--- config.mk ---
export PLATFORM = sky130hd
export DESIGN_NAME = casc_irq_ctrl
export DESIGN_NICKNAME = d
export VERILOG_FILES = /design/src/rtl/icu_pkg.sv /design/src/rtl/icu_cause_bank.sv /design/src/rtl/icu_root.sv /design/src/rtl/casc_irq_ctrl.sv
export SDC_FILE = /design/constraint.sdc
export NUM_CORES = 1
export LEC_CHECK = 0
export ABC_AREA = 1
export BUFFER_PORTS_ARGS = -buffer_cell sky130_fd_sc_hd__buf_4
export CAP_MARGIN = 40
export CORE_AREA = 2 2 115 117
export CTS_CLUSTER_DIAMETER = 150
export CTS_CLUSTER_SIZE = 16
export DETAILED_ROUTE_END_ITERATION = 16
export DIE_AREA = 0 0 117 119
export GPL_TIMING_DRIVEN = 0
export PLACE_DENSITY_LB_ADDON = 0.08
export SETUP_SLACK_MARGIN = 0.4
export SLEW_MARGIN = 15
export SYNTH_ARGS = -nofsm -noshare
export SYNTH_HDL_FRONTEND = slang
export SYNTH_SLANG_ARGS = --single-unit
export TNS_END_PERCENT = 20
--- constraint.sdc ---
create_clock -name clk_i -period 2.7 [get_ports clk_i]
set_clock_uncertainty 0.2 [all_clocks]
set_input_delay 0.405 -clock clk_i [delete_from_list [all_inputs] [get_ports clk_i]]
set_output_delay 0.405 -clock clk_i [all_outputs]
set_load 0.02 [all_outputs]
--- src/rtl/icu_pkg.sv ---
package icu_pkg;
  localparam int unsigned DW = 16;
  localparam int unsigned AW = 4;
  localparam int unsigned NBANK = 5;

  // first-level bit positions
  localparam int unsigned L1_USB    = 0;
  localparam int unsigned L1_CARD2  = 1;
  localparam int unsigned L1_CARD1  = 2;
  localparam int unsigned L1_PS2B   = 3;
  localparam int unsigned L1_PS2A   = 4;
  localparam int unsigned L1_TP     = 5;
  localparam int unsigned L1_AUD    = 6;
  localparam int unsigned L1_KBD    = 7;
  localparam int unsigned L1_GPIO   = 8;
  localparam int unsigned L1_AC97   = 9;
  localparam int unsigned L1_AC97B  = 10;
  localparam int unsigned L1_TPDOZE = 13;

  localparam logic [DW-1:0] L1_DIRECT =
      (DW'(1) << L1_USB)  | (DW'(1) << L1_CARD2) | (DW'(1) << L1_CARD1) |
      (DW'(1) << L1_PS2B) | (DW'(1) << L1_PS2A)  | (DW'(1) << L1_AC97)  |
      (DW'(1) << L1_AC97B) | (DW'(1) << L1_TPDOZE);
  localparam logic [DW-1:0] L1_CASCADE =
      (DW'(1) << L1_TP) | (DW'(1) << L1_AUD) | (DW'(1) << L1_KBD) | (DW'(1) << L1_GPIO);
  localparam logic [DW-1:0] L1_VALID = L1_DIRECT | L1_CASCADE;

  // bank order: 0 kbd, 1 tp, 2 aud, 3 gpio low, 4 gpio high
  localparam logic [AW-1:0] ADDR_L1_STAT = 4'd0;
  localparam logic [AW-1:0] ADDR_L1_MASK = 4'd1;

  function automatic logic [AW-1:0] bank_stat_addr(int unsigned b);
    return AW'(2 + 2 * b);
  endfunction

  function automatic logic [AW-1:0] bank_mask_addr(int unsigned b);
    return AW'(3 + 2 * b);
  endfunction
endpackage

--- src/rtl/icu_cause_bank.sv ---
module icu_cause_bank
  import icu_pkg::*;
#(
  parameter logic [DW-1:0] IMPL = '1
) (
  input  logic          clk_i,
  input  logic          rst_ni,
  input  logic [DW-1:0] req_i,
  input  logic          clr_we_i,
  input  logic          mask_we_i,
  input  logic [DW-1:0] wdata_i,
  output logic [DW-1:0] stat_o,
  output logic [DW-1:0] mask_o,
  output logic          pend_o
);
  logic [DW-1:0] req_q, stat_q, mask_q;
  logic [DW-1:0] rise, clr;

  assign rise = req_i & ~req_q & IMPL;
  assign clr  = clr_we_i ? wdata_i : '0;

  always_ff @(posedge clk_i or negedge rst_ni) begin
    if (!rst_ni) begin
      req_q  <= '0;
      stat_q <= '0;
      mask_q <= '0;
    end else begin
      req_q  <= req_i & IMPL;
      stat_q <= ((stat_q & ~clr) | rise) & IMPL;
      if (mask_we_i) mask_q <= wdata_i & IMPL;
    end
  end

  assign stat_o = stat_q;
  assign mask_o = mask_q;
  assign pend_o = |(stat_q & mask_q);

  assert_sticky_R5: assert property (@(posedge clk_i) disable iff (!rst_ni)
    (stat_q != '0) |=> ((($past(stat_q) & ~$past(clr)) & ~stat_q) == '0));

  assert_w1c_R6: assert property (@(posedge clk_i) disable iff (!rst_ni)
    clr_we_i |=> ((stat_q & $past(wdata_i & ~rise)) == '0));

  assert_edge_only_R11: assert property (@(posedge clk_i) disable iff (!rst_ni)
    (req_i != '0) |=> ((stat_q & ~$past(stat_q) & ~$past(req_i & ~req_q)) == '0));
endmodule

--- src/rtl/icu_root.sv ---
module icu_root
  import icu_pkg::*;
(
  input  logic          clk_i,
  input  logic          rst_ni,
  input  logic [DW-1:0] src_i,
  input  logic          mask_we_i,
  input  logic [DW-1:0] wdata_i,
  output logic [DW-1:0] mask_o,
  output logic          irq_o
);
  logic [DW-1:0] mask_q;
  logic          irq_q;

  always_ff @(posedge clk_i or negedge rst_ni) begin
    if (!rst_ni) begin
      mask_q <= '0;
      irq_q  <= 1'b0;
    end else begin
      if (mask_we_i) mask_q <= wdata_i & L1_VALID;
      irq_q <= |(src_i & mask_q);
    end
  end

  assign mask_o = mask_q;
  assign irq_o  = irq_q;

  assert_irq_rise_R3: assert property (@(posedge clk_i) disable iff (!rst_ni)
    ((src_i & mask_q) != '0) |=> irq_o);

  assert_irq_fall_R3: assert property (@(posedge clk_i) disable iff (!rst_ni)
    ((src_i & mask_q) == '0) |=> !irq_o);

  assert_mask_rsvd_R4: assert property (@(posedge clk_i) disable iff (!rst_ni)
    mask_we_i |=> ((mask_q & ~L1_VALID) == '0));
endmodule

--- src/rtl/casc_irq_ctrl.sv ---
module casc_irq_ctrl
  import icu_pkg::*;
#(
  parameter int unsigned KBD_CAUSES = 3,
  parameter int unsigned TP_CAUSES  = 4,
  parameter int unsigned AUD_CAUSES = 4
) (
  input  logic                  clk_i,
  input  logic                  rst_ni,
  input  logic [DW-1:0]         unit_req_i,
  input  logic [KBD_CAUSES-1:0] kbd_req_i,
  input  logic [TP_CAUSES-1:0]  tp_req_i,
  input  logic [AUD_CAUSES-1:0] aud_req_i,
  input  logic [2*DW-1:0]       gpio_req_i,
  input  logic                  reg_we_i,
  input  logic [AW-1:0]         reg_addr_i,
  input  logic [DW-1:0]         reg_wdata_i,
  output logic [DW-1:0]         reg_rdata_o,
  output logic                  irq_o
);
  function automatic logic [DW-1:0] bank_impl(int unsigned b);
    case (b)
      0:       return DW'((32'd1 << KBD_CAUSES) - 1);
      1:       return DW'((32'd1 << TP_CAUSES) - 1);
      2:       return DW'((32'd1 << AUD_CAUSES) - 1);
      default: return '1;
    endcase
  endfunction

  logic [DW-1:0] bank_req  [NBANK];
  logic [DW-1:0] bank_stat [NBANK];
  logic [DW-1:0] bank_mask [NBANK];
  logic [NBANK-1:0] bank_pend;
  logic [DW-1:0] l1_stat, l1_mask;

  assign bank_req[0] = DW'(kbd_req_i);
  assign bank_req[1] = DW'(tp_req_i);
  assign bank_req[2] = DW'(aud_req_i);
  assign bank_req[3] = gpio_req_i[DW-1:0];
  assign bank_req[4] = gpio_req_i[2*DW-1:DW];

  for (genvar g = 0; g < NBANK; g++) begin : g_bank
    icu_cause_bank #(.IMPL(bank_impl(g))) u_bank (
      .clk_i     (clk_i),
      .rst_ni    (rst_ni),
      .req_i     (bank_req[g]),
      .clr_we_i  (reg_we_i && reg_addr_i == bank_stat_addr(g)),
      .mask_we_i (reg_we_i && reg_addr_i == bank_mask_addr(g)),
      .wdata_i   (reg_wdata_i),
      .stat_o    (bank_stat[g]),
      .mask_o    (bank_mask[g]),
      .pend_o    (bank_pend[g])
    );
  end

  always_comb begin
    l1_stat          = unit_req_i & L1_DIRECT;
    l1_stat[L1_KBD]  = bank_pend[0];
    l1_stat[L1_TP]   = bank_pend[1];
    l1_stat[L1_AUD]  = bank_pend[2];
    l1_stat[L1_GPIO] = bank_pend[3] | bank_pend[4];
  end

  icu_root u_root (
    .clk_i     (clk_i),
    .rst_ni    (rst_ni),
    .src_i     (l1_stat),
    .mask_we_i (reg_we_i && reg_addr_i == ADDR_L1_MASK),
    .wdata_i   (reg_wdata_i),
    .mask_o    (l1_mask),
    .irq_o     (irq_o)
  );

  always_comb begin
    reg_rdata_o = '0;
    if (reg_addr_i == ADDR_L1_STAT) reg_rdata_o = l1_stat;
    if (reg_addr_i == ADDR_L1_MASK) reg_rdata_o = l1_mask;
    for (int b = 0; b < NBANK; b++) begin
      if (reg_addr_i == bank_stat_addr(b)) reg_rdata_o = bank_stat[b];
      if (reg_addr_i == bank_mask_addr(b)) reg_rdata_o = bank_mask[b];
    end
  end

  assert_kbd_cascade_R7: assert property (@(posedge clk_i) disable iff (!rst_ni)
    ((bank_stat[0] & bank_mask[0]) != '0) |-> l1_stat[L1_KBD]);

  assert_gpio_cascade_R9: assert property (@(posedge clk_i) disable iff (!rst_ni)
    ((bank_stat[4] & bank_mask[4]) != '0) |-> l1_stat[L1_GPIO]);

  assert_unmapped_R10: assert property (@(posedge clk_i) disable iff (!rst_ni)
    (reg_addr_i >= AW'(2 + 2 * NBANK)) |-> (reg_rdata_o == '0));

  assert_l1_rsvd_R2: assert property (@(posedge clk_i) disable iff (!rst_ni)
    ((l1_stat & ~L1_VALID) == '0));
endmodule

* Word-level counts from Yosys, hierarchy flattened
Cells that the tools add are included.
** Storage, ports and cells
- Bits in registers :: 142
- Output and inout port bits :: 17
- Logic and storage cells :: 95
** Operators by class
- Multiplexer cells :: 17
- Equality and inequality tests :: 11
- Bitwise gates (word level) :: 32
- Reduce and logical (&&, ||, !) cells :: 18
** Operators with widths (number)
- two-way mux 16 bit :: 12
- AND 16 bit :: 6
- OR reduction 16 bit :: 6
- NOT 16 bit :: 4
- bitwise OR 16 bit :: 2
- two-way mux 14 bit :: 2
- AND 4 bit :: 6
- equality test 4 x 3 -> 1 bit (second input constant) :: 4
- equality test 4 bit (second input constant) :: 4
- NOT 4 bit :: 4
- AND 14 bit :: 1
- logical AND 1 bit :: 11
- AND 3 bit :: 3
- equality test 4 x 2 -> 1 bit (second input constant) :: 2
- two-way mux 4 bit :: 2
- bitwise OR 4 bit :: 2
- NOT 3 bit :: 2
- equality test 4 x 1 -> 1 bit (second input constant) :: 1
- logical NOT 4 bit :: 1
- two-way mux 3 bit :: 1
- bitwise OR 3 bit :: 1
- bitwise OR 1 bit :: 1

* Depth between registers and ports, before layout
- Depth in word-level cells :: 15
- Depth in mapped cells :: 10
- Depth with buffers taken out :: 10

* By module
Synthesis repeated with hierarchy kept, for this count alone.
** Second synthesis, totals
- Cells, all modules :: 1013
- Area, all modules :: 7942.6 µm²
** By module, submodules not included
- icu_cause_bank at g_bank[3].u_bank ... :: instances 2, area an instance 1856.8 µm², cells an instance 167
- casc_irq_ctrl :: instances 1, area an instance 1801.7 µm², cells an instance 414
- icu_cause_bank at g_bank[1].u_bank ... :: instances 2, area an instance 633.1 µm², cells an instance 74
- icu_root :: instances 1, area an instance 626.9 µm², cells an instance 53
- icu_cause_bank at g_bank[0].u_bank :: instances 1, area an instance 534.3 µm², cells an instance 64

* Worst setup path before layout
OpenSTA, ideal clock, no wires.
- Path kind :: input -> output
- From :: input port reg_addr_i[2]
- To :: output port reg_rdata_o[0]
- Cell stages on the path :: 8
- Setup slack :: 0.719 ns
- Data arrival time :: 1.376 ns
- Path buffers :: 0
- Path through :: inv_1 -> nor2_1 -> nand2_1 -> or2_2 -> nand2_1 -> nand3_1 -> nor2_1 -> nand3_1
** On the way
- Cells in the longest elaborated chain, start to end :: 13
** Ends and longest elaborated chain
- start: declaration :: RTL line casc_irq_ctrl.sv:16 : input logic [AW-1:0] reg_addr_i,
- logical NOT 4 bit :: RTL line casc_irq_ctrl.sv:76 : if (reg_addr_i == ADDR_L1_STAT) reg_rdata_o = l1_stat;
- two-way mux 14 bit :: RTL line casc_irq_ctrl.sv:76
- two-way mux 14 bit :: RTL line casc_irq_ctrl.sv:77 : if (reg_addr_i == ADDR_L1_MASK) reg_rdata_o = l1_mask;
- two-way mux 16 bit :: RTL line casc_irq_ctrl.sv:79 : if (reg_addr_i == bank_stat_addr(b)) reg_rdata_o = bank_stat[b];
- two-way mux 16 bit :: RTL line casc_irq_ctrl.sv:80 : if (reg_addr_i == bank_mask_addr(b)) reg_rdata_o = bank_mask[b];
- two-way mux 16 bit :: RTL line casc_irq_ctrl.sv:79
- two-way mux 16 bit :: RTL line casc_irq_ctrl.sv:80
- two-way mux 16 bit :: RTL line casc_irq_ctrl.sv:79
- two-way mux 16 bit :: RTL line casc_irq_ctrl.sv:80
- two-way mux 16 bit :: RTL line casc_irq_ctrl.sv:79
- two-way mux 16 bit :: RTL line casc_irq_ctrl.sv:80
- two-way mux 16 bit :: RTL line casc_irq_ctrl.sv:79
- two-way mux 16 bit (*) :: RTL line casc_irq_ctrl.sv:80
- end: declaration :: RTL line casc_irq_ctrl.sv:18 : output logic [DW-1:0] reg_rdata_o,
Every way passes the cells marked *; elsewhere a longest branch is shown, timed or not.

* Final worst setup path
- From :: register g_bank[4].u_bank.stat_q[6]
- To :: output port reg_rdata_o[8]
** On the way
- Cells in the longest elaborated chain, start to end :: 15
** Ends and longest elaborated chain
- start: declaration :: RTL line icu_cause_bank.sv:16 : logic [DW-1:0] req_q, stat_q, mask_q;
- start signal: assignment :: RTL line icu_cause_bank.sv:29 : stat_q <= ((stat_q & ~clr) | rise) & IMPL;
- AND 16 bit :: RTL line icu_cause_bank.sv:36 : assign pend_o = |(stat_q & mask_q);
- OR reduction 16 bit :: RTL line icu_cause_bank.sv:36
- bitwise OR 1 bit :: RTL line casc_irq_ctrl.sv:61 : l1_stat[L1_GPIO] = bank_pend[3] | bank_pend[4];
- two-way mux 14 bit :: RTL line casc_irq_ctrl.sv:76
- two-way mux 14 bit :: RTL line casc_irq_ctrl.sv:77
- two-way mux 16 bit :: RTL line casc_irq_ctrl.sv:79
- two-way mux 16 bit :: RTL line casc_irq_ctrl.sv:80
- two-way mux 16 bit :: RTL line casc_irq_ctrl.sv:79
- two-way mux 16 bit :: RTL line casc_irq_ctrl.sv:80
- two-way mux 16 bit :: RTL line casc_irq_ctrl.sv:79
- two-way mux 16 bit :: RTL line casc_irq_ctrl.sv:80
- two-way mux 16 bit :: RTL line casc_irq_ctrl.sv:79
- two-way mux 16 bit :: RTL line casc_irq_ctrl.sv:80
- two-way mux 16 bit :: RTL line casc_irq_ctrl.sv:79
- two-way mux 16 bit :: RTL line casc_irq_ctrl.sv:80
No other way between the ends.

==> results_dict.tcl <==
set metrics [dict create \
    synth_most_common_cell "nand2_1" \
    pin_count 99 \
    die-height_um 119 \
    io_buffer_count 90 \
    worstPathArrival_ps 1890 \
    hp-class "in -> reg" \
    avgRoutedWirePerCell_um 16.1 \
    status "finished, final reports clean" \
    ys_ff_latch 142 \
    ys_seq_area_share_pct 57.4 \
    worst_pin_slew_ps 638 \
    gp_congestion 0.903 \
    cts_tree "done" \
    maxSlewViolCount 0 \
    dp_slack_ps 102 \
    fillerInstances 1076 \
    die_w_um 117 \
    leakage_nw 4.05 \
    drtPass1Iterations 7 \
    peakVddDrop_mv 0.629 \
    grt_pass1_vias 5329 \
    antenna_cells 0 \
    viasPerCell 5.06 \
    syn_to_final_growth_pct 34.8 \
    synth_edf_count 0 \
    setup_viol 0 \
    grt_usage_pct 25.7 \
    drt_iter0_markers 386 \
    cts_buffers 17 \
    fin_nets 942 \
    initial_core_util_pct 48.1 \
    grt_max_degree 94 \
    finalSetupTns_ps 0 \
    cts_max_path_buffers 2 \
    finalCritPeriodShare_pct 92.3 \
    worstPathMaxFanout 3 \
    worstPathRequired_ps 2100 \
    synth_cell_type_count 28 \
    synth_warnings 0 \
    synth_top_cell_area_share_pct 57.4 \
    start_kind "flip-flop" \
    avgSynthCellArea_um2 8.92 \
    final_hold_viol_count 0 \
    synth.top_cells.by_count "nand2_1 (182), dfrtp_1 (142), o21ai_0 (108), inv_1 (89), nor2_1 (28)" \
    yosysTopAreaCell "dfrtp_1" \
    grt_antenna_before_repair 0 \
    htreeDepth 4 \
    async_flop_share_pct 100 \
    insertion_delay_ps 420 \
    grt_overflow 0 \
    fmax_ghz 0.401 \
    die_area_um2 13900 \
    worst_slack_ps 207 \
    cap_viol_max_count 0 \
    synth.top_cells.by_area "dfrtp_1 (57%), nand2_1 (11%), o21ai_0 (8.7%)" \
    root_buffer "clkbuf_16" \
    synth.net_count 776 \
    rows 42 \
    critPathCaptureType "output pin" \
    slew_headroom_pct 57.5 \
    clk_pin_slew_ps 60 \
    netlist_area_um2 6190 \
    crit_type "reg -> out" \
    fp.coreArea_um2 12900 \
    grt_pass1_wl_um 26700 \
    ys.flop_type "dfrtp_1" \
    drcViolationCount 0 \
    numClockSinks 142 \
    p_per_area_nw_per_um2 719 \
    antenna_left 0 \
    min_period_ps 2490 \
    drive_gt1_share_pct 22.8 \
    rsz0062_at_grt "true" \
    dp_hpwl_um 11600 \
    via_count 5304 \
    drt-total-wl_um 16900 \
    synth_cells 694 \
]
worst max-delay path, cell delays in order, from the launching register on:
cell and delay (ps):
dfrtp_1 420, nand2_2 80, nand2_2 50, a21oi_2 150
nand3_1 100, nor2_1 100, nand2_1 90, nand2_1 70
nand3_1 70, nor2_1 90, nand3_1 100, buf_6 150
logic make-up (layout without fill, tap and decap cells):
kind of cell           Yosys count  in the layout  share of synthesized area, %
AO/OA/AOI/OAI                  173            173                          15.9
AND/OR/NAND/NOR                267            267                          19.2
buffers and inverters          112            291                          7.56
flip-flops                     142            142                          57.4
routing by layer:
layer | vias up | GRT usage [%] | part of all wire, %
li1 | 2605 | - | -
met1 | 2522 | 34.2 | 45
met2 | 160 | 41.4 | 48
met3 | 17 | 6.11 | 5.8
met4 | 0 | 8.09 | 1.3
met5 | - | 0 | 0
path summary, 6_finish.rpt:
path | endpoint | start | slack, ps | depth (start not counted)
max | reg_rdata_o[8] | g_bank[4].u_bank.stat_o[6]$_DFF_PN0_ | 210 | 11
max reg2reg | u_root.irq_o$_DFF_PN0_ | g_bank[4].u_bank.stat_o[6]$_DFF_PN0_ | 250 | 16
min in group asynchronous | g_bank[1].u_bank.stat_o[0]$_DFF_PN0_ | rst_ni | 260 | 2
min | g_bank[3].u_bank.mask_o[15]$_DFFE_PN0P_ | reg_wdata_i[15] | 80 | 3
max in group asynchronous | g_bank[4].u_bank.req_q[14]$_DFF_PN0_ | rst_ni | 1250 | 3
min reg2reg | g_bank[4].u_bank.stat_o[14]$_DFF_PN0_ | g_bank[4].u_bank.req_q[14]$_DFF_PN0_ | 210 | 1
state kept, by name, summed over array words and instances (netlist names):
signal                count
u_root.irq_o              1
g_bank.u_bank.mask_o     43
g_bank.u_bank.req_q      43
g_bank.u_bank.stat_o     43
u_root.mask_o            12
report_power, final:
group | leakage (nW) | internal, mW | switching, mW
registers | 1.60 | 2.36 | 0.164
clock network | 0.324 | 1.69 | 0.934
logic | 2.13 | 0.379 | 0.473
per-stage QoR:
| step | hold WS (ps) | util (%) | std cells | cell area [um^2] | power, mW |
|---|---|---|---|---|---|
| 2_1_floorplan | -90.6 | - | 694 | 6190 | 2.97 |
| 3_3_place_gp | 194 | 55.1 | 960 | 7090 | 3.30 |
| 3_5_place_dp | 134 | 55.3 | 961 | 7120 | 3.33 |
| 4_1_cts | 74.9 | 64.6 | 1047 | 8320 | 6.02 |
| 5_1_grt | 107 | 64.8 | 1049 | 8350 | 6.26 |
| 6_report | 81.8 | 64.8 | 1049 | 8350 | 6.00 |
placed cells by master, fill, tap and decap left out, drive strengths merged:
cell         count
or2              3
o22a             1
buf            118
nand4           19
nand3           17
bufinv           5
nor3             2
a21oi            9
o21ai          144
dlygate4sd3     44
dfrtp          142
clkbuf          23
a221o            2
clkinvlp         1
inv             94
nor2            34
clkinv           6
a22o             9
o22ai            8
nand2          191
nor4             1
final cells by class:
type / count / area [um^2] / share of cell area (%)
clock buffers: 19 / 453 / 5.43
flip-flops and latches: 142 / 3550 / 42.6
multi-input cells: 440 / 2200 / 26.3
well taps: 176 / 220 / 2.64
repair buffers: 147 / 1240 / 14.9
plain buffers: 19 / 119 / 1.42
clock inverters: 13 / 211 / 2.53
inverters: 93 / 349 / 4.18
repair_timing:
action,CTS,global route
setup buffers,10,2
hold buffers,44,0
endpoints found under the setup margin,12,14
pin swaps,2,1
gates resized for setup,4,5
hold endpoints to repair,92,0
Power figures use the tool's default switching activity.
